$ cat src/rtl/smbh_pkg.sv
// Shared constants and types for the SMBus host register emulator.
// Assumes an 8-bit data bus; offsets are compared after window masking.
package smbh_pkg;

    // Register offsets inside the window
    localparam logic [7:0] OFS_STATUS = 8'd0;
    localparam logic [7:0] OFS_CTRL   = 8'd2;
    localparam logic [7:0] OFS_CMD    = 8'd3;
    localparam logic [7:0] OFS_SLAVE  = 8'd4;
    localparam logic [7:0] OFS_DATA0  = 8'd5;
    localparam logic [7:0] OFS_DATA1  = 8'd6;
    localparam logic [7:0] OFS_BLOCK  = 8'd7;
    localparam logic [7:0] OFS_PEC    = 8'd8;
    localparam logic [7:0] OFS_AUXS   = 8'd12;
    localparam logic [7:0] OFS_AUXC   = 8'd13;

    // Bit positions
    localparam int STS_BUSY  = 0;
    localparam int STS_DONE  = 1;
    localparam int STS_KILL  = 4;
    localparam int STS_SEM   = 6;
    localparam int CTL_ABORT = 1;
    localparam int CTL_START = 6;

    localparam logic [2:0] PROTO_BLOCK = 3'd5;

    // Host tracking state
    typedef enum logic [2:0] {
        HS_IDLE,
        HS_ACTIVE,
        HS_STARTED,
        HS_WAIT,
        HS_FAIL
    } host_state_e;

endpackage

$ cat src/rtl/smbh_status_unit.sv
// Status register, semaphore and busy-countdown model.
// Owns the host state and raises the poll/ack events.
// Assumes start/abort requests never coincide with status accesses
// (they come from different offsets of one single-access bus).
module smbh_status_unit
    import smbh_pkg::*;
#(
    parameter int BUSY_POLLS = 3
) (
    input  logic       clk,
    input  logic       rst_n,
    input  logic       sts_rd,
    input  logic       sts_wr,
    input  logic       start_req,
    input  logic       abort_req,
    input  logic [7:0] wdata,
    output logic [7:0] sts_view,
    output logic       ev_done,
    output logic       ev_timeout,
    output logic       ev_acquire,
    output logic       ev_release,
    output logic       ev_ack,
    output logic       ev_tmo_ack
);

    localparam int CNT_W = $clog2(BUSY_POLLS + 1);
    localparam logic [CNT_W-1:0] CNT_LOAD = CNT_W'(BUSY_POLLS);

    logic [7:0]       sts_q;
    logic [CNT_W-1:0] cnt_q;
    host_state_e      st_q;
    logic             fail_now;

    assign fail_now = |sts_q[4:2];

    // Value presented to a status read in the current state
    always_comb begin
        unique case (st_q)
            HS_IDLE:    sts_view = 8'h00;
            HS_STARTED: begin
                if (fail_now)
                    sts_view = sts_q & ~8'h01;
                else if (cnt_q != '0)
                    sts_view = sts_q | 8'h01;
                else
                    sts_view = (sts_q & ~8'h01) | 8'h02;
            end
            default:    sts_view = sts_q;
        endcase
    end

    // Event pulses aligned with the causing access
    always_comb begin
        ev_acquire = sts_rd && (st_q == HS_IDLE);
        ev_done    = sts_rd && (st_q == HS_STARTED) && !fail_now && (cnt_q == '0);
        ev_timeout = sts_rd && (st_q == HS_STARTED) && fail_now;
        ev_release = sts_wr && wdata[STS_SEM];
        ev_ack     = sts_wr && wdata[STS_DONE];
        ev_tmo_ack = sts_wr && (|wdata[4:2]);
    end

    // Status byte, countdown and host state update
    always_ff @(posedge clk) begin
        if (!rst_n) begin
            sts_q <= 8'h00;
            cnt_q <= '0;
            st_q  <= HS_IDLE;
        end else if (start_req) begin
            sts_q <= sts_q & 8'hE0;
            cnt_q <= CNT_LOAD;
            st_q  <= HS_STARTED;
        end else if (abort_req) begin
            if (st_q == HS_STARTED) begin
                sts_q[STS_KILL] <= 1'b1;
                cnt_q           <= '0;
            end
        end else if (sts_rd) begin
            sts_q <= sts_view | 8'h40;
            unique case (st_q)
                HS_IDLE: st_q <= HS_ACTIVE;
                HS_STARTED: begin
                    if (fail_now)
                        st_q <= HS_FAIL;
                    else if (cnt_q == '0)
                        st_q <= HS_WAIT;
                    else
                        cnt_q <= cnt_q - 1'b1;
                end
                default: ;
            endcase
        end else if (sts_wr) begin
            sts_q <= sts_q & ~wdata;
            if (wdata[STS_SEM] && st_q != HS_STARTED)
                st_q <= HS_IDLE;
            else if (wdata[STS_DONE] && st_q == HS_WAIT)
                st_q <= HS_ACTIVE;
            else if ((|wdata[4:2]) && st_q == HS_FAIL)
                st_q <= HS_ACTIVE;
        end
    end

    AST_SEM_AFTER_READ: assert property (@(posedge clk) disable iff (!rst_n)
        sts_rd |=> sts_q[STS_SEM]);
    AST_W1C_CLEARS: assert property (@(posedge clk) disable iff (!rst_n)
        sts_wr |=> ((sts_q & $past(wdata)) == 8'h00));
    AST_CNT_BOUND: assert property (@(posedge clk) disable iff (!rst_n)
        cnt_q <= CNT_LOAD);
    AST_START_LOADS: assert property (@(posedge clk) disable iff (!rst_n)
        start_req |=> (st_q == HS_STARTED && cnt_q == CNT_LOAD));
    AST_DONE_TO_WAIT: assert property (@(posedge clk) disable iff (!rst_n)
        ev_done |=> (st_q == HS_WAIT));
    AST_TIMEOUT_TO_FAIL: assert property (@(posedge clk) disable iff (!rst_n)
        ev_timeout |=> (st_q == HS_FAIL));
    AST_POLL_EVENTS_EXCL: assert property (@(posedge clk) disable iff (!rst_n)
        $onehot0({ev_done, ev_timeout, ev_acquire}));

endmodule

$ cat src/rtl/smbh_block_buf.sv
// Block-data buffer with an auto-advancing, saturating pointer.
// Keeps a "written" copy and a "hardware" copy per byte with valid flags.
// Assumes ptr_clr and promote never coincide with a block access.
module smbh_block_buf #(
    parameter int DEPTH = 32
) (
    input  logic       clk,
    input  logic       rst_n,
    input  logic       acc_rd,
    input  logic       acc_wr,
    input  logic       ptr_clr,
    input  logic       promote,
    input  logic       drop_hw,
    input  logic [7:0] wdata,
    output logic [7:0] rdata
);

    localparam int PTR_W = $clog2(DEPTH + 1);
    localparam int IDX_W = $clog2(DEPTH);
    localparam logic [PTR_W-1:0] PTR_END = PTR_W'(DEPTH);

    logic [PTR_W-1:0] ptr_q;
    logic [IDX_W-1:0] idx;
    logic             in_range;
    logic [7:0]       tmp_q [DEPTH];
    logic [7:0]       hw_q  [DEPTH];
    logic [DEPTH-1:0] tmp_v;
    logic [DEPTH-1:0] hw_v;

    assign in_range = (ptr_q < PTR_END);
    assign idx      = ptr_q[IDX_W-1:0];

    // Read priority: written byte, then hardware byte, then 0xFF
    always_comb begin
        if (!in_range)
            rdata = 8'hFF;
        else if (tmp_v[idx])
            rdata = tmp_q[idx];
        else if (hw_v[idx])
            rdata = hw_q[idx];
        else
            rdata = 8'hFF;
    end

    // Pointer: clear, or advance and saturate at DEPTH
    always_ff @(posedge clk) begin
        if (!rst_n)
            ptr_q <= '0;
        else if (ptr_clr)
            ptr_q <= '0;
        else if ((acc_rd || acc_wr) && in_range)
            ptr_q <= ptr_q + 1'b1;
    end

    // Storage: promote on start, capture writes otherwise
    always_ff @(posedge clk) begin
        if (!rst_n) begin
            tmp_v <= '0;
            hw_v  <= '0;
            for (int i = 0; i < DEPTH; i++) begin
                tmp_q[i] <= 8'h00;
                hw_q[i]  <= 8'h00;
            end
        end else if (promote) begin
            for (int i = 0; i < DEPTH; i++) begin
                if (tmp_v[i])
                    hw_q[i] <= tmp_q[i];
            end
            hw_v  <= drop_hw ? '0 : (hw_v | tmp_v);
            tmp_v <= '0;
        end else if (acc_wr && in_range) begin
            tmp_q[idx] <= wdata;
            tmp_v[idx] <= 1'b1;
        end
    end

    AST_PTR_SAT: assert property (@(posedge clk) disable iff (!rst_n)
        ptr_q <= PTR_END);
    AST_PTR_CLEARED: assert property (@(posedge clk) disable iff (!rst_n)
        ptr_clr |=> (ptr_q == '0));
    AST_PROMOTE_DROPS_TMP: assert property (@(posedge clk) disable iff (!rst_n)
        promote |=> (tmp_v == '0));
    AST_HW_INVALIDATED: assert property (@(posedge clk) disable iff (!rst_n)
        (promote && drop_hw) |=> (hw_v == '0));

endmodule

$ cat src/rtl/smbh_host_emu.sv
// Top of the SMBus host register emulator: address decode, plain
// registers, control handling and read mux. Status behaviour lives in
// smbh_status_unit, block data in smbh_block_buf.
// Assumes at most one of bus_rd / bus_wr per cycle; WIN_BYTES is a power
// of two of at least 16 and at most 256.
module smbh_host_emu
    import smbh_pkg::*;
#(
    parameter int BUS_AW     = 8,
    parameter int WIN_BYTES  = 16,
    parameter int BLK_DEPTH  = 32,
    parameter int BUSY_POLLS = 3
) (
    input  logic              clk,
    input  logic              rst_n,
    input  logic [BUS_AW-1:0] bus_addr,
    input  logic              bus_rd,
    input  logic              bus_wr,
    input  logic [7:0]        bus_wdata,
    output logic [7:0]        bus_rdata,
    output logic              ev_start,
    output logic [2:0]        ev_proto,
    output logic              ev_abort,
    output logic              ev_done,
    output logic              ev_ack,
    output logic              ev_timeout,
    output logic              ev_tmo_ack,
    output logic              ev_acquire,
    output logic              ev_release
);

    localparam int OFS_W = $clog2(WIN_BYTES);

    logic [7:0] ofs;
    logic hit_sts, hit_ctl, hit_blk;
    logic [7:0] ctrl_q, cmd_q, slave_q, d0_q, d1_q, pec_q, auxs_q, auxc_q;
    logic start_req, abort_req;
    logic [7:0] sts_view, blk_rdata;
    logic [7:0] mux_data;

    // Window masking of the bus address
    assign ofs = 8'(bus_addr[OFS_W-1:0]);

    assign hit_sts = (ofs == OFS_STATUS);
    assign hit_ctl = (ofs == OFS_CTRL);
    assign hit_blk = (ofs == OFS_BLOCK);

    assign start_req = bus_wr && hit_ctl && bus_wdata[CTL_START];
    assign abort_req = bus_wr && hit_ctl && bus_wdata[CTL_ABORT];

    // Plain storage registers and the control byte
    always_ff @(posedge clk) begin
        if (!rst_n) begin
            ctrl_q  <= 8'h00;
            cmd_q   <= 8'h00;
            slave_q <= 8'h00;
            d0_q    <= 8'h00;
            d1_q    <= 8'h00;
            pec_q   <= 8'h00;
            auxs_q  <= 8'h00;
            auxc_q  <= 8'h00;
        end else if (bus_wr) begin
            unique case (ofs)
                OFS_CTRL:  ctrl_q  <= bus_wdata;
                OFS_CMD:   cmd_q   <= bus_wdata;
                OFS_SLAVE: slave_q <= bus_wdata;
                OFS_DATA0: d0_q    <= bus_wdata;
                OFS_DATA1: d1_q    <= bus_wdata;
                OFS_PEC:   pec_q   <= bus_wdata;
                OFS_AUXS:  auxs_q  <= bus_wdata;
                OFS_AUXC:  auxc_q  <= bus_wdata;
                default: ;
            endcase
        end
    end

    smbh_status_unit #(
        .BUSY_POLLS (BUSY_POLLS)
    ) status_i (
        .clk        (clk),
        .rst_n      (rst_n),
        .sts_rd     (bus_rd && hit_sts),
        .sts_wr     (bus_wr && hit_sts),
        .start_req  (start_req),
        .abort_req  (abort_req),
        .wdata      (bus_wdata),
        .sts_view   (sts_view),
        .ev_done    (ev_done),
        .ev_timeout (ev_timeout),
        .ev_acquire (ev_acquire),
        .ev_release (ev_release),
        .ev_ack     (ev_ack),
        .ev_tmo_ack (ev_tmo_ack)
    );

    smbh_block_buf #(
        .DEPTH (BLK_DEPTH)
    ) block_i (
        .clk     (clk),
        .rst_n   (rst_n),
        .acc_rd  (bus_rd && hit_blk),
        .acc_wr  (bus_wr && hit_blk),
        .ptr_clr ((bus_rd && hit_ctl) || start_req),
        .promote (start_req),
        .drop_hw (start_req && slave_q[0] && (bus_wdata[4:2] == PROTO_BLOCK)),
        .wdata   (bus_wdata),
        .rdata   (blk_rdata)
    );

    // Read data selection by offset
    always_comb begin
        unique case (ofs)
            OFS_STATUS: mux_data = sts_view;
            OFS_CTRL:   mux_data = ctrl_q & ~8'h40;
            OFS_CMD:    mux_data = cmd_q;
            OFS_SLAVE:  mux_data = slave_q;
            OFS_DATA0:  mux_data = d0_q;
            OFS_DATA1:  mux_data = d1_q;
            OFS_BLOCK:  mux_data = blk_rdata;
            OFS_PEC:    mux_data = pec_q;
            OFS_AUXS:   mux_data = auxs_q;
            OFS_AUXC:   mux_data = auxc_q;
            default:    mux_data = 8'h00;
        endcase
    end

    // Drive read data only during a read access
    assign bus_rdata = bus_rd ? mux_data : 8'h00;

    // Control-write events
    assign ev_start = start_req;
    assign ev_abort = abort_req;
    assign ev_proto = start_req ? bus_wdata[4:2] : 3'd0;

    AST_NO_RDWR_OVERLAP: assert property (@(posedge clk) disable iff (!rst_n)
        !(bus_rd && bus_wr));
    AST_CMD_HOLDS: assert property (@(posedge clk) disable iff (!rst_n)
        !(bus_wr && ofs == OFS_CMD) |=> $stable(cmd_q));
    AST_CTRL_WRITE_TAKEN: assert property (@(posedge clk) disable iff (!rst_n)
        (bus_wr && hit_ctl) |=> (ctrl_q == $past(bus_wdata)));

endmodule

$ cat config.mk
export PLATFORM = sky130hd
export DESIGN_NAME = smbh_host_emu
export DESIGN_NICKNAME = d
export VERILOG_FILES = /design/src/rtl/smbh_pkg.sv /design/src/rtl/smbh_status_unit.sv /design/src/rtl/smbh_block_buf.sv /design/src/rtl/smbh_host_emu.sv
export SDC_FILE = /design/constraint.sdc
export NUM_CORES = 1
export LEC_CHECK = 0
export BUFFER_PORTS_ARGS = -buffer_cell sky130_fd_sc_hd__buf_2
export CORE_MARGIN = 4
export CORE_UTILIZATION = 42
export DETAILED_ROUTE_END_ITERATION = 7
export SYNTH_ARGS = -nofsm -noshare
export SYNTH_HDL_FRONTEND = slang
export SYNTH_SLANG_ARGS = --single-unit
$ cat constraint.sdc
create_clock -name clk -period 6.5 [get_ports clk]
set_clock_uncertainty 0.15 [all_clocks]
set_input_delay 0.975 -clock clk [delete_from_list [all_inputs] [get_ports clk]]
set_output_delay 0.975 -clock clk [all_outputs]
set_load 0.05 [all_outputs]
# Yosys cells after proc, flatten, opt, wreduce, memory -nomap -nowiden
# Memories as Yosys holds them, arrays and structs flattened. A register that Yosys moved wholly into a read port is not among the register bits.
# Cells that the tools add are included.
# word_totals
reg_bits	147
mem_bits_rw	512
in_bits	20
output_inout_bits	19
word_cells	351
memories	2
# op_classes
addsub	2
order_cmp	3
n_eq_ne	22
n_mux	209
bitwise	39
n_reduce_logical	57
# mem_list
name	words	width	read_ports	rd_clocked_by_memory_dff	write_ports	line_no	rtl
block_i.hw_q	32	8	1	1	32	smbh_block_buf.sv:26	logic [7:0] hw_q [DEPTH];
block_i.tmp_q	32	8	33	1	32	smbh_block_buf.sv:25	logic [7:0] tmp_q [DEPTH];
# ops
operator	n
$mux 8	39
$mux 1	139
$pmux 8 s10	1
$or 32x32->32	2
$mux 32	1
$or 1x1->1	32
$mux 5	5
$logic_and 1x1->1	24
$mux 3	8
$mux 2	11
$reduce_and 2->1	10
$eq 4x3->1 const B	4
$pmux 8 s2	1
$eq 4x4->1 const B	3
$bmux 1 s5	2
$reduce_and 5->1	2
$ne 3x3->1 const B	3
$reduce_bool 3->1	3
$and 8x8->8	1
$eq 4x2->1 const B	2
$logic_not 8->1	1
$ne 4x4->1 const B	2
$not 8->8	1
$reduce_or 8->1	1
other kinds (24)	34

# Longest topological paths before layout
# Gate-level depths: netlist (run 1).
# depth
depth_word	9
depth_mapped	10
ltp_nobuf	7

# Modules after synthesis
# Synthesis (run 1) repeated with hierarchy kept, for this count alone.
# hier_totals
cells_unflattened	2425
hier_area_um2	30569.3
# by_module_without_submodules
module	instances	cells_per_inst	area_per_inst_um2	seq_area_each_um2
smbh_block_buf	1	1948	26304.0	15755.1
smbh_host_emu	1	374	3415.8	1261.2
smbh_status_unit	1	103	849.6	260.2

# Worst setup path after synthesis (run 1)
# Ideal clock, no wire load.
# synth_timing
path_kind	input to output
start	input port bus_addr[2]
end	output port bus_rdata[2]
t_arrival_ps	3314
required_ps	5375
slack_ps	2061
path_stages	5
path_buffers	3
path_cell_list	clkbuf_1 buf_2 clkbuf_1 nand3_1 o311ai_1
# synth_between
elab_chain_cells	3
word_cells_on_any_way	12
cone_classes	eq/ne: 9; mux: 2; reduce/logical: 1
# synth_lines
element	line_no	rtl
start, declared	smbh_host_emu.sv:16	input logic [BUS_AW-1:0] bus_addr,
$eq 4x4->1, or another cell as far along	smbh_host_emu.sv:112	unique case (ofs)
$pmux 8 s10 *	smbh_host_emu.sv:112	
$mux 8 *	smbh_host_emu.sv:128	assign bus_rdata = bus_rd ? mux_data : 8'h00;
end, declared	smbh_host_emu.sv:20	output logic [7:0] bus_rdata,
# Every way passes the cells marked *; elsewhere a longest branch is shown, timed or not.

==> reports/summary.json, run 1 <==
{
  "wl_per_cell_um": 26.1,
  "leakage_nw": 12.4,
  "share_of_synthesized_cell_area_in_and_or_nand_and_nor_gates_pct": 14.8,
  "pin_count_of_the_biggest_net_entering_global_routing": 78,
  "clk_latency_ps": 620,
  "cts_setup_buffers": 0,
  "cts_buffers": 73,
  "clock_power_share_pct": 46.2,
  "drt_wl_total_um": 88200,
  "critical_path_buf_inv_count": 2,
  "rsz0062_at_grt": "false",
  "drc_errors": 0,
  "power.total_w": 0.00923,
  "die_area_mm2": 0.0758,
  "powerDensity_mw_per_mm2": 276,
  "status": "finished clean",
  "fmaxAchievable_mhz": 179,
  "hold_path.class": "reg2reg",
  "synth_ff_type": "edfxtp_1",
  "post-dp-hpwl_um": 59200,
  "synthesis.area_per_instance_um2": 12.5,
  "detail_route.vias_per_cell": 5.94,
  "timing.setup.critical_path_class": "reg2out",
  "synthesis.instances": 2406,
  "crit_fanout": 45,
  "cts.hold.buffers_added": 0,
  "seq_cell_area_mm2": 0.0173,
  "cts_tree": "built",
  "fillCellCount": 6231,
  "area.growth.synth_to_final_pct": 11.4,
  "power_frac_seq_pct": 49.9,
  "number_of_antenna_violations_at_the_first_check_in_global_routing": 5,
  "cts_max_path_buffers": 3,
  "fraction_of_registers_with_async_set_reset_pct": 0,
  "switching_share_pct": 21.8,
  "finalHoldWorstSlack_ps": 318,
  "buffer_ports.inserted": 34,
  "synth_enable_flop_cells": 400,
  "max_slew.worst_pin.slew_ps": 1260,
  "synth_compound_gate_area_share_pct": 6.65,
  "routabilityCongestion": 0.935,
  "crit_chain": "buf_4, mux4_2, mux2i_1, nor3_1, a31oi_1, and4_1, o311ai_1, buf_2",
  "critPathRequiredTime_ps": 5370,
  "post_route_cells_drive_above_1_share_pct": 18.7,
  "final_common_cell": "edfxtp_1",
  "critical_path.top_delay_family": "buffers and inverters",
  "final_cell_mix": "edfxtp_1, dfxtp_1, and2_1",
  "layout_worst_path_cycle_share_pct": 86.2,
  "postCtsResizedCells": 0,
  "die_height_um": 275,
  "vias_in_the_first_global_route": 20000,
  "yosys.area_share.xor_xnor_pct": 0.117,
  "netlist.top_cell.by_area": "edfxtp_1",
  "number_of_placement_rows": 97,
  "final_util_pct": 47.5,
  "totalNegativeSetupSlack_ps": 0,
  "synth_top_cells_by_area": "edfxtp_1, dfxtp_1, mux4_2",
  "synth_sequential_area_ratio_pct": 57.6,
  "cts.clk_slew.worst_paths_ps": 60,
  "detailedRoute.firstIterationViolations": 2190,
  "critical_path.reg2reg.startpoint": "block_i.ptr_q[1]$_SDFFE_PP0P_",
  "clock-root-buffer": "clkbuf_16",
  "dr_total_vias": 20000,
  "cp_slowest_stage_delay_ps": 760,
  "detailed_place.area_mm2": 0.0310,
  "combPwrFrac_pct": 3.9,
  "timing.critical_path.arrival_ps": 4480,
  "yosys_register_bits": 663,
  "initial_util_pct": 42.6,
  "adder_cell_area_share_of_the_yosys_netlist_pct": 0.209,
  "grt_use_total_pct": 23.2,
  "worst_slew_margin_rel_pct": 16.0,
  "post-route-cell-area_mm2": 0.0334,
  "synthMuxAreaShare_pct": 17.4,
  "power_internal_w": 0.00722,
  "synth.yosys.warnings": 0,
  "mappedNetlistNets": 2431,
  "worst_setup_end_kind": "output pin",
  "max-cap-violations": 0,
  "multi_input_area_mm2": 0.0118,
  "dominant_combinational_cell_family_by_area_after_synthesis": "multiplexers",
  "ys_types": 64,
  "gr-total-overflow": 0,
  "proportion_of_netlist_area_held_by_the_largest_area_contributor_pct": 40.0,
  "pin_count": 39,
  "maxSlewViolCount": 0,
  "cts_htree_levels": 3,
  "die_width_um": 275,
  "cp-start-kind": "flip-flop",
  "fin_crit_ps": 5600,
  "setup_violations": 0,
  "cts_sinks": 663,
  "syn_area_mm2": 0.0300,
  "crit_path_top_delay_cell": "dfxtp_4",
  "ir_drop_mv": 0.192,
  "placeableCoreArea_mm2": 0.0704,
  "hold_path.startpoint": "ctrl_q[4]$_SDFFE_PN0P_",
  "hold_violations": 0,
  "nets": 2397,
  "ant_nets": 0,
  "switchingPower_w": 0.00202,
  "grt_pass1_wl_um": 131000,
  "firstDrtPassIters": 7
}
-- power groups by stage --
| stage | clock [W] | sequential, W | combinational (W) |
|---|---|---|---|
| after CTS | 0.00432 | 0.00461 | 0.000353 |
| after global placement | 0 | 0.00469 | 0.000346 |
| after detailed placement | 0 | 0.00470 | 0.000352 |
| final | 0.00427 | 0.00461 | 0.000356 |
| after global routing | 0.00450 | 0.00462 | 0.000373 |
| after floorplan | 0 | 0.00467 | 0.000212 |
-- kinds of logic (layout without fill, tap and decap cells) --
family                   Yosys count  after routing
AND/OR/NAND/NOR                  815            815
flip-flops                       663            663
multiplexers                     395            395
AO/OA/AOI/OAI                    304            304
buffers and inverters            220            246
adder cells (fa/ha/maj)            5              5
XOR/XNOR                           4              4
other                              0              1
-- worst paths after layout --
path / endpoint / slack (ps) / depth (start not counted)
setup / recovery: bus_rdata[2] / 900 / 8
hold reg to reg: ctrl_q[4]$_SDFFE_PN0P_ / 320 / 2
hold / removal: ctrl_q[4]$_SDFFE_PN0P_ / 320 / 2
setup reg to reg: block_i.tmp_q[7][4]$_SDFFCE_PN0P_ / 3210 / 5
-- cells in the mapped netlist (6+ instances only) --
master / number
nor2_2: 8
o21ai_0: 59
a21oi_1: 81
nand2_1: 126
a2111oi_0: 8
nor3_1: 49
nor2b_1: 20
clkbuf_1: 141
nor4_1: 7
nand4_1: 8
o22ai_1: 6
mux2i_1: 175
and2_1: 228
a32oi_1: 6
nand3_1: 23
nor2_4: 6
buf_2: 27
a22oi_1: 41
buf_1: 12
mux2_2: 132
mux4_2: 88
dfxtp_1: 263
nor2_1: 142
nand2b_1: 11
inv_1: 15
edfxtp_1: 400
o211ai_1: 8
a22o_1: 15
a31oi_1: 11
o2111ai_1: 6
buf_4: 21
a21o_1: 33
and3_1: 158
-- final cells by class --
type	count	area share [%]
well taps	940	3.52
multi-input cells	1523	35.2
flip-flops and latches	663	51.7
repair buffers	96	1.98
inverters	15	0.168
diodes	1	0.00749
clock buffers	102	6.25
clock inverters	33	1.12
-- tightest hold or removal path: cells and delay by family (launching register included) --
kind	cells	cell delay, ps
AO/OA/AOI/OAI	1	50
AND/OR/NAND/NOR	1	60
flip-flops	1	310
-- routing by layer --
layer  global-route usage, %  up-vias  share of wire [%]
met1                    31.9    10200                 43
li1                        -     8844                  -
met3                    3.94      171                7.1
met5                       0        -              0.015
met4                    7.25        2                3.2
met2                    37.8      825                 47
-- flip-flops by register name, indices dropped and copies added, names as in the netlist, named ones only --
name and cells:
block_i.hw_q 256, block_i.tmp_q 256, block_i.hw_v 32, block_i.tmp_v 32, auxc_q 8, auxs_q 8, cmd_q 8, d0_q 8
d1_q 8, pec_q 8, slave_q 8, status_i.sts_q 8, ctrl_q 7, block_i.ptr_q 6, status_i.st_q 3, status_i.cnt_q 2
-- through the flow --
stage / instances / worst slack (ps)
finish: 3373 / 899
global route: 3372 / 787
CTS: 3371 / 1000
detailed placement: 3236 / 1540
global placement: 3236 / 1610
floorplan: 2406 / 2060
Power figures use the tool's default switching activity.
==> inputs of run 2 (changes only) <==
--- a/config.mk
+++ b/config.mk
@@ -6,9 +6,10 @@
 export NUM_CORES = 1
 export LEC_CHECK = 0
 export BUFFER_PORTS_ARGS = -buffer_cell sky130_fd_sc_hd__buf_2
-export CORE_MARGIN = 4
+export CORE_MARGIN = 1
 export CORE_UTILIZATION = 42
 export DETAILED_ROUTE_END_ITERATION = 7
+export RECOVER_POWER = 100
 export SYNTH_ARGS = -nofsm -noshare
 export SYNTH_HDL_FRONTEND = slang
 export SYNTH_SLANG_ARGS = --single-unit
==> run 2 against run 1 <==
The run now ends with max-capacitance violations, max-slew violations left. Register-to-register slack got worse by 380 ps. Cell area fell by 0.97%. Die area fell by 4.3%. Critical path depth fell by 1. Non-clock buffer count fell by 2. Utilization fell by 0.46 points. Critical path type unchanged. Largest power group unchanged.
==> reports/summary.json, run 2 (synthesized netlist as in run 1, its figures left out) <==
{
  "status": "finished with violations",
  "failed_checks": "max-capacitance violations, max-slew violations",
  "die_width_um": 269,
  "layout_worst_path_cycle_share_pct": 92.7,
  "cts.clk_slew.worst_paths_ps": 60,
  "vias_in_the_first_global_route": 19900,
  "post_route_cells_drive_above_1_share_pct": 16.4,
  "grt_most_used_layer": "met2",
  "largest_registers": "block_i.hw_q (256), block_i.tmp_q (256)",
  "hold_path.startpoint": "ctrl_q[4]$_SDFFE_PN0P_",
  "ir_drop_mv": 0.227,
  "routabilityCongestion": 0.917,
  "cp-start-kind": "flip-flop",
  "ant_nets": 0,
  "totalNegativeSetupSlack_ps": 0,
  "clk_latency_ps": 640,
  "detail_route.vias_per_cell": 5.94,
  "detailed_place.area_mm2": 0.0310,
  "cts_max_path_buffers": 3,
  "gr-total-overflow": 0,
  "grt_pass1_wl_um": 129000,
  "grt_use_total_pct": 23.9,
  "leakage_nw": 12.0,
  "dr_total_vias": 20000,
  "max-cap-violations": 5,
  "number_of_placement_rows": 97,
  "hold_violations": 0,
  "cts_htree_levels": 3,
  "rsz0062_at_grt": "false",
  "powerDensity_mw_per_mm2": 271,
  "drc_errors": 0,
  "die_area_mm2": 0.0725,
  "maxSlewViolCount": 193,
  "critPathRequiredTime_ps": 5370,
  "final_cell_mix": "edfxtp_1, dfxtp_1, and2_0",
  "detailedRoute.firstIterationViolations": 1913,
  "number_of_antenna_violations_at_the_first_check_in_global_routing": 4,
  "rr_worst_depth": 7,
  "area.growth.synth_to_final_pct": 10.3,
  "setup_violations": 0,
  "pin_count_of_the_biggest_net_entering_global_routing": 108,
  "timing.critical_path.arrival_ps": 4900,
  "postCtsResizedCells": 0,
  "timing.rr.end": "block_i.tmp_q[30][7]$_DFF_P_",
  "worst_setup_end_kind": "output pin",
  "wl_per_cell_um": 26.1,
  "crit_fanout": 20,
  "grtUsageMet2_pct": 38.4,
  "worst_setup_margin_ps": 471,
  "hold_path.class": "reg2reg",
  "whs_endpoint": "ctrl_q[4]$_SDFFE_PN0P_",
  "drt_wl_total_um": 87700,
  "firstDrtPassIters": 5,
  "met3_usage_pct": 3.64,
  "fillCellCount": 6338,
  "fmaxAchievable_mhz": 166,
  "final_common_cell": "edfxtp_1",
  "finalHoldWorstSlack_ps": 308,
  "groute.layer.met1.usage_pct": 32.7,
  "critical_path.reg2reg.startpoint": "block_i.ptr_q[0]$_SDFFE_PP0P_",
  "die_height_um": 269,
  "pin_count": 39,
  "cts_setup_buffers": 0,
  "post-route-cell-area_mm2": 0.0331,
  "cts.hold.buffers_added": 0,
  "cts_tree": "built",
  "reg2reg_slack_ps": 2830,
  "nets": 2393,
  "buffer_ports.inserted": 34,
  "max_slew.worst_pin.slew_ps": 3110,
  "initial_util_pct": 42.6,
  "placeableCoreArea_mm2": 0.0704,
  "cts_buffers": 71,
  "cts_sinks": 663,
  "clock-root-buffer": "clkbuf_16",
  "post-dp-hpwl_um": 58300,
  "worst_slew_margin_rel_pct": -107,
  "fin_crit_ps": 6030,
  "timing.setup.critical_path_class": "reg2out",
  "hold_depth": 2,
  "preCtsSetupSlack_ps": 1280
}
run 2: cell count changes in the layout (fill, tap and decap cells not counted), moves of 10 or more:
cell      previous run  this run
and2_0               1       178
and2_1             228        51
clkbuf_1            18        55
buf_4               60        38
buf_2               34        22
nor2_1             141       151
run 2: critical path: stages (launching register included):
cell and delay, ps:
dfxtp_1 520, or3b_1 710, a2111oi_0 1090, or4_4 300
nor3_4 90, and3_1 180, o311ai_0 960, buf_2 430
run 2: where the power goes:
group	internal [W]	switching (W)	leakage, nW
Sequential	0.00456	0.0000504	6.08
Clock	0.00230	0.00170	1.11
Combinational	0.0000878	0.000259	4.84
run 2: stage by stage:
step	total power (W)	util (%)	std cells
2_1_floorplan	0.00488	-	2406
3_3_place_gp	0.00503	44.0	3235
3_5_place_dp	0.00504	44.0	3235
4_1_cts	0.00901	47.2	3367
5_1_grt	0.00918	47.0	3367
6_report	0.00896	47.0	3368
run 2: worst max-delay path by stage:
stage	cells past startpoint	from	to
finish	7	block_i.ptr_q[2]$_SDFFE_PP0P_	bus_rdata[7]
global route	6	rst_n	block_i.tmp_q[21][5]$_DFF_P_
CTS	6	flip-flop	bus_rdata[5]
detailed placement	8	bus_addr[2]	block_i.tmp_q[11][2]$_SDFFCE_PN0P_
global placement	8	bus_addr[2]	block_i.tmp_q[11][0]$_SDFFCE_PN0P_
floorplan	5	bus_addr[2]	bus_rdata[2]
run 2: area by class of cell:
cell class / instances / area (um2) / area share (%)
antenna: 1 / 2.50 / 0.00756
clock buffer: 104 / 1990 / 6.01
clock inverter: 28 / 295 / 0.892
inverter: 15 / 56.3 / 0.170
multi-input combinational: 1523 / 11700 / 35.4
sequential: 663 / 17300 / 52.2
tap: 940 / 1180 / 3.55
timing repair buffer: 94 / 572 / 1.73
run 2: routing by layer:
layer | vias up | wire length, um
met5 | - | 0
met4 | 0 | 3360
met3 | 191 | 6380
met2 | 851 | 40800
met1 | 10100 | 37200
li1 | 8845 | -
==> inputs of run 3 (changes only) <==
--- a/config.mk
+++ b/config.mk
@@ -7,8 +7,9 @@
 export LEC_CHECK = 0
 export BUFFER_PORTS_ARGS = -buffer_cell sky130_fd_sc_hd__buf_2
 export CORE_MARGIN = 1
-export CORE_UTILIZATION = 42
+export CORE_UTILIZATION = 60
 export DETAILED_ROUTE_END_ITERATION = 7
+export PLACE_DENSITY = 0.76
 export RECOVER_POWER = 100
 export SYNTH_ARGS = -nofsm -noshare
 export SYNTH_HDL_FRONTEND = slang
==> constraint.sdc (replaced) <==
create_clock -name clk -period 6.3 [get_ports clk]
set_clock_uncertainty 0.15 [all_clocks]
set_input_delay 0.945 -clock clk [delete_from_list [all_inputs] [get_ports clk]]
set_output_delay 0.945 -clock clk [all_outputs]
set_load 0.05 [all_outputs]
==> run 3 against run 2 <==
The flow still finishes with violations (max-capacitance violations, max-slew violations). Sequential cell count is the same. Critical endpoint is now bus_rdata[2]. Hold slack better by 12 ps. Cell count is 8.8% lower. Clock power increased by 3%.
==> reports/summary.json, run 3 (synthesized netlist as in run 1, its figures left out) <==
{
  "final_cell_mix": "edfxtp_1, dfxtp_1, and2_0",
  "fin_crit_ps": 5810,
  "post-dp-hpwl_um": 55200,
  "grt_pass1_wl_um": 123000,
  "count_of_antenna_diodes_in_the_layout": 0,
  "area.growth.synth_to_final_pct": 8.81,
  "maxSlewViolCount": 273,
  "die_height_um": 226,
  "max_slew.worst_pin.slew_ps": 3040,
  "die_area_mm2": 0.0509,
  "crit_path_top_delay_cell": "dfxtp_2",
  "cts_tree": "built",
  "fmaxAchievable_mhz": 172,
  "whs_endpoint": "ctrl_q[5]$_SDFFE_PN0P_",
  "ir_drop_mv": 0.308,
  "max-cap-violations": 5,
  "hold_depth": 2,
  "grt_use_total_pct": 33.3,
  "seq_cell_area_mm2": 0.0173,
  "post_route_cells_drive_above_1_share_pct": 15.9,
  "number_of_antenna_violations_at_the_first_check_in_global_routing": 4,
  "cts_max_path_buffers": 3,
  "vias_in_the_first_global_route": 19700,
  "cts.hold.buffers_added": 0,
  "cts_htree_levels": 3,
  "leakage_nw": 12.0,
  "cts_setup_buffers": 0,
  "hold_violations": 0,
  "cp_slowest_stage_delay_ps": 1100,
  "final_common_cell": "edfxtp_1",
  "worst_slew_margin_rel_pct": -103,
  "detailedRoute.firstIterationViolations": 2560,
  "totalNegativeSetupSlack_ps": 0,
  "number_of_placement_rows": 81,
  "detail_route.vias_per_cell": 6.62,
  "hold_path.startpoint": "ctrl_q[5]$_SDFFE_PN0P_",
  "die_width_um": 226,
  "critical_path.top_delay_family": "flip-flops",
  "cts_sinks": 663,
  "powerDensity_mw_per_mm2": 283,
  "pin_count_of_the_biggest_net_entering_global_routing": 83,
  "timing.setup.critical_path_class": "reg2out",
  "reg2reg_slack_ps": 2060,
  "largest_registers": "block_i.hw_q (256), block_i.tmp_q (256)",
  "drc_errors": 0,
  "ant_nets": 0,
  "firstDrtPassIters": 6,
  "final_util_pct": 66.4,
  "layout_worst_path_cycle_share_pct": 92.3,
  "critical_path_buf_inv_count": 2,
  "crit_chain": "buf_4, mux4_2, mux2i_1, nor3_1, a31oi_1, and4_1, o311ai_0, buf_2",
  "setup_violations": 0,
  "routabilityCongestion": 0.955,
  "rr_worst_depth": 6,
  "clock-root-buffer": "clkbuf_16",
  "pin_count": 39,
  "postCtsResizedCells": 0,
  "initial_util_pct": 61.0,
  "crit_fanout": 48,
  "timing.rr.end": "block_i.tmp_q[24][6]$_DFF_P_",
  "multi_input_area_mm2": 0.0117,
  "critical_path.reg2reg.startpoint": "block_i.ptr_q[1]$_SDFFE_PP0P_",
  "placeableCoreArea_mm2": 0.0492,
  "cp-start-kind": "flip-flop",
  "dr_total_vias": 20300,
  "gr-total-overflow": 0,
  "rsz0062_at_grt": "false",
  "hold_path.class": "reg2reg",
  "failed_checks": "max-capacitance violations, max-slew violations",
  "cts_buffers": 68,
  "timing.critical_path.arrival_ps": 4720,
  "worst_setup_end_kind": "output pin",
  "cts.clk_slew.worst_paths_ps": 60,
  "fillCellCount": 3483,
  "critPathRequiredTime_ps": 5200,
  "drt_wl_total_um": 83300,
  "clk_latency_ps": 610,
  "wl_per_cell_um": 27.1,
  "buffer_ports.inserted": 34,
  "status": "finished with violations",
  "nets": 2379
}
## run 3: changes by cell type in the layout (fill, tap and decap cells not counted), sizes merged
| cell | delta |
|---|---|
| buf | -15 |
| clkinvlp | -2 |
| clkinv | -2 |
| diode | -1 |
| bufinv | +2 |
| clkbuf | +1 |
| inv | -3 |
## run 3: metrics by stage
stage          cell area (um2)  hold slack [ps]  setup slack [ps]  instances  total power [W]
2_1_floorplan            30000              281              1920       2406          0.00503
3_3_place_gp             30600              295              1510       2948          0.00518
3_5_place_dp             30600              304              1520       2948          0.00519
4_1_cts                  32800              318               901       3072          0.00925
5_1_grt                  32600              345               377       3072          0.00943
6_report                 32600              321               486       3072          0.00925
## run 3: final cells by class
cell class / instances / share of cell area (%)
flip-flops and latches: 663 / 53.0
multi-input cells: 1523 / 35.8
well taps: 664 / 2.54
clock buffers: 101 / 6.19
clock inverters: 23 / 0.832
inverters: 15 / 0.172
repair buffers: 83 / 1.50
## run 3: how the worst max path moves through the flow
stage,start,to,slack (ps),cells past startpoint
after global routing,flip-flop,bus_rdata[2],380,8
after global placement,block_i.ptr_q[0]$_SDFFE_PP0P_,bus_rdata[2],1510,7
final,flip-flop,bus_rdata[2],490,8
after CTS,block_i.ptr_q[0]$_SDFFE_PP0P_,bus_rdata[2],900,7
after floorplan,bus_addr[2],bus_rdata[2],1920,5
after detailed placement,block_i.ptr_q[0]$_SDFFE_PP0P_,bus_rdata[2],1520,7
## run 3: worst min-delay path: cells and delay by family (launching register included)
family | cells | cell delay (ps)
flops | 1 | 320
simple gates | 1 | 50
compound gates | 1 | 50
## run 3: power breakdown
part / total, W / switching, W / internal [W]
Clock: 0.00414 / 0.00167 / 0.00247
Combinational: 0.000349 / 0.000259 / 0.0000895
Sequential: 0.00476 / 0.0000548 / 0.00470
Total: 0.00925 / 0.00198 / 0.00726
## run 3: layer usage
| layer | wire length, um | vias up | GRT usage [%] |
|---|---|---|---|
| met3 | 8830 | 259 | 6.51 |
| met2 | 38200 | 1222 | 51.6 |
| li1 | - | 8796 | - |
| met5 | 27 | - | 0 |
| met1 | 31200 | 10100 | 44.2 |
| met4 | 4950 | 4 | 18.7 |
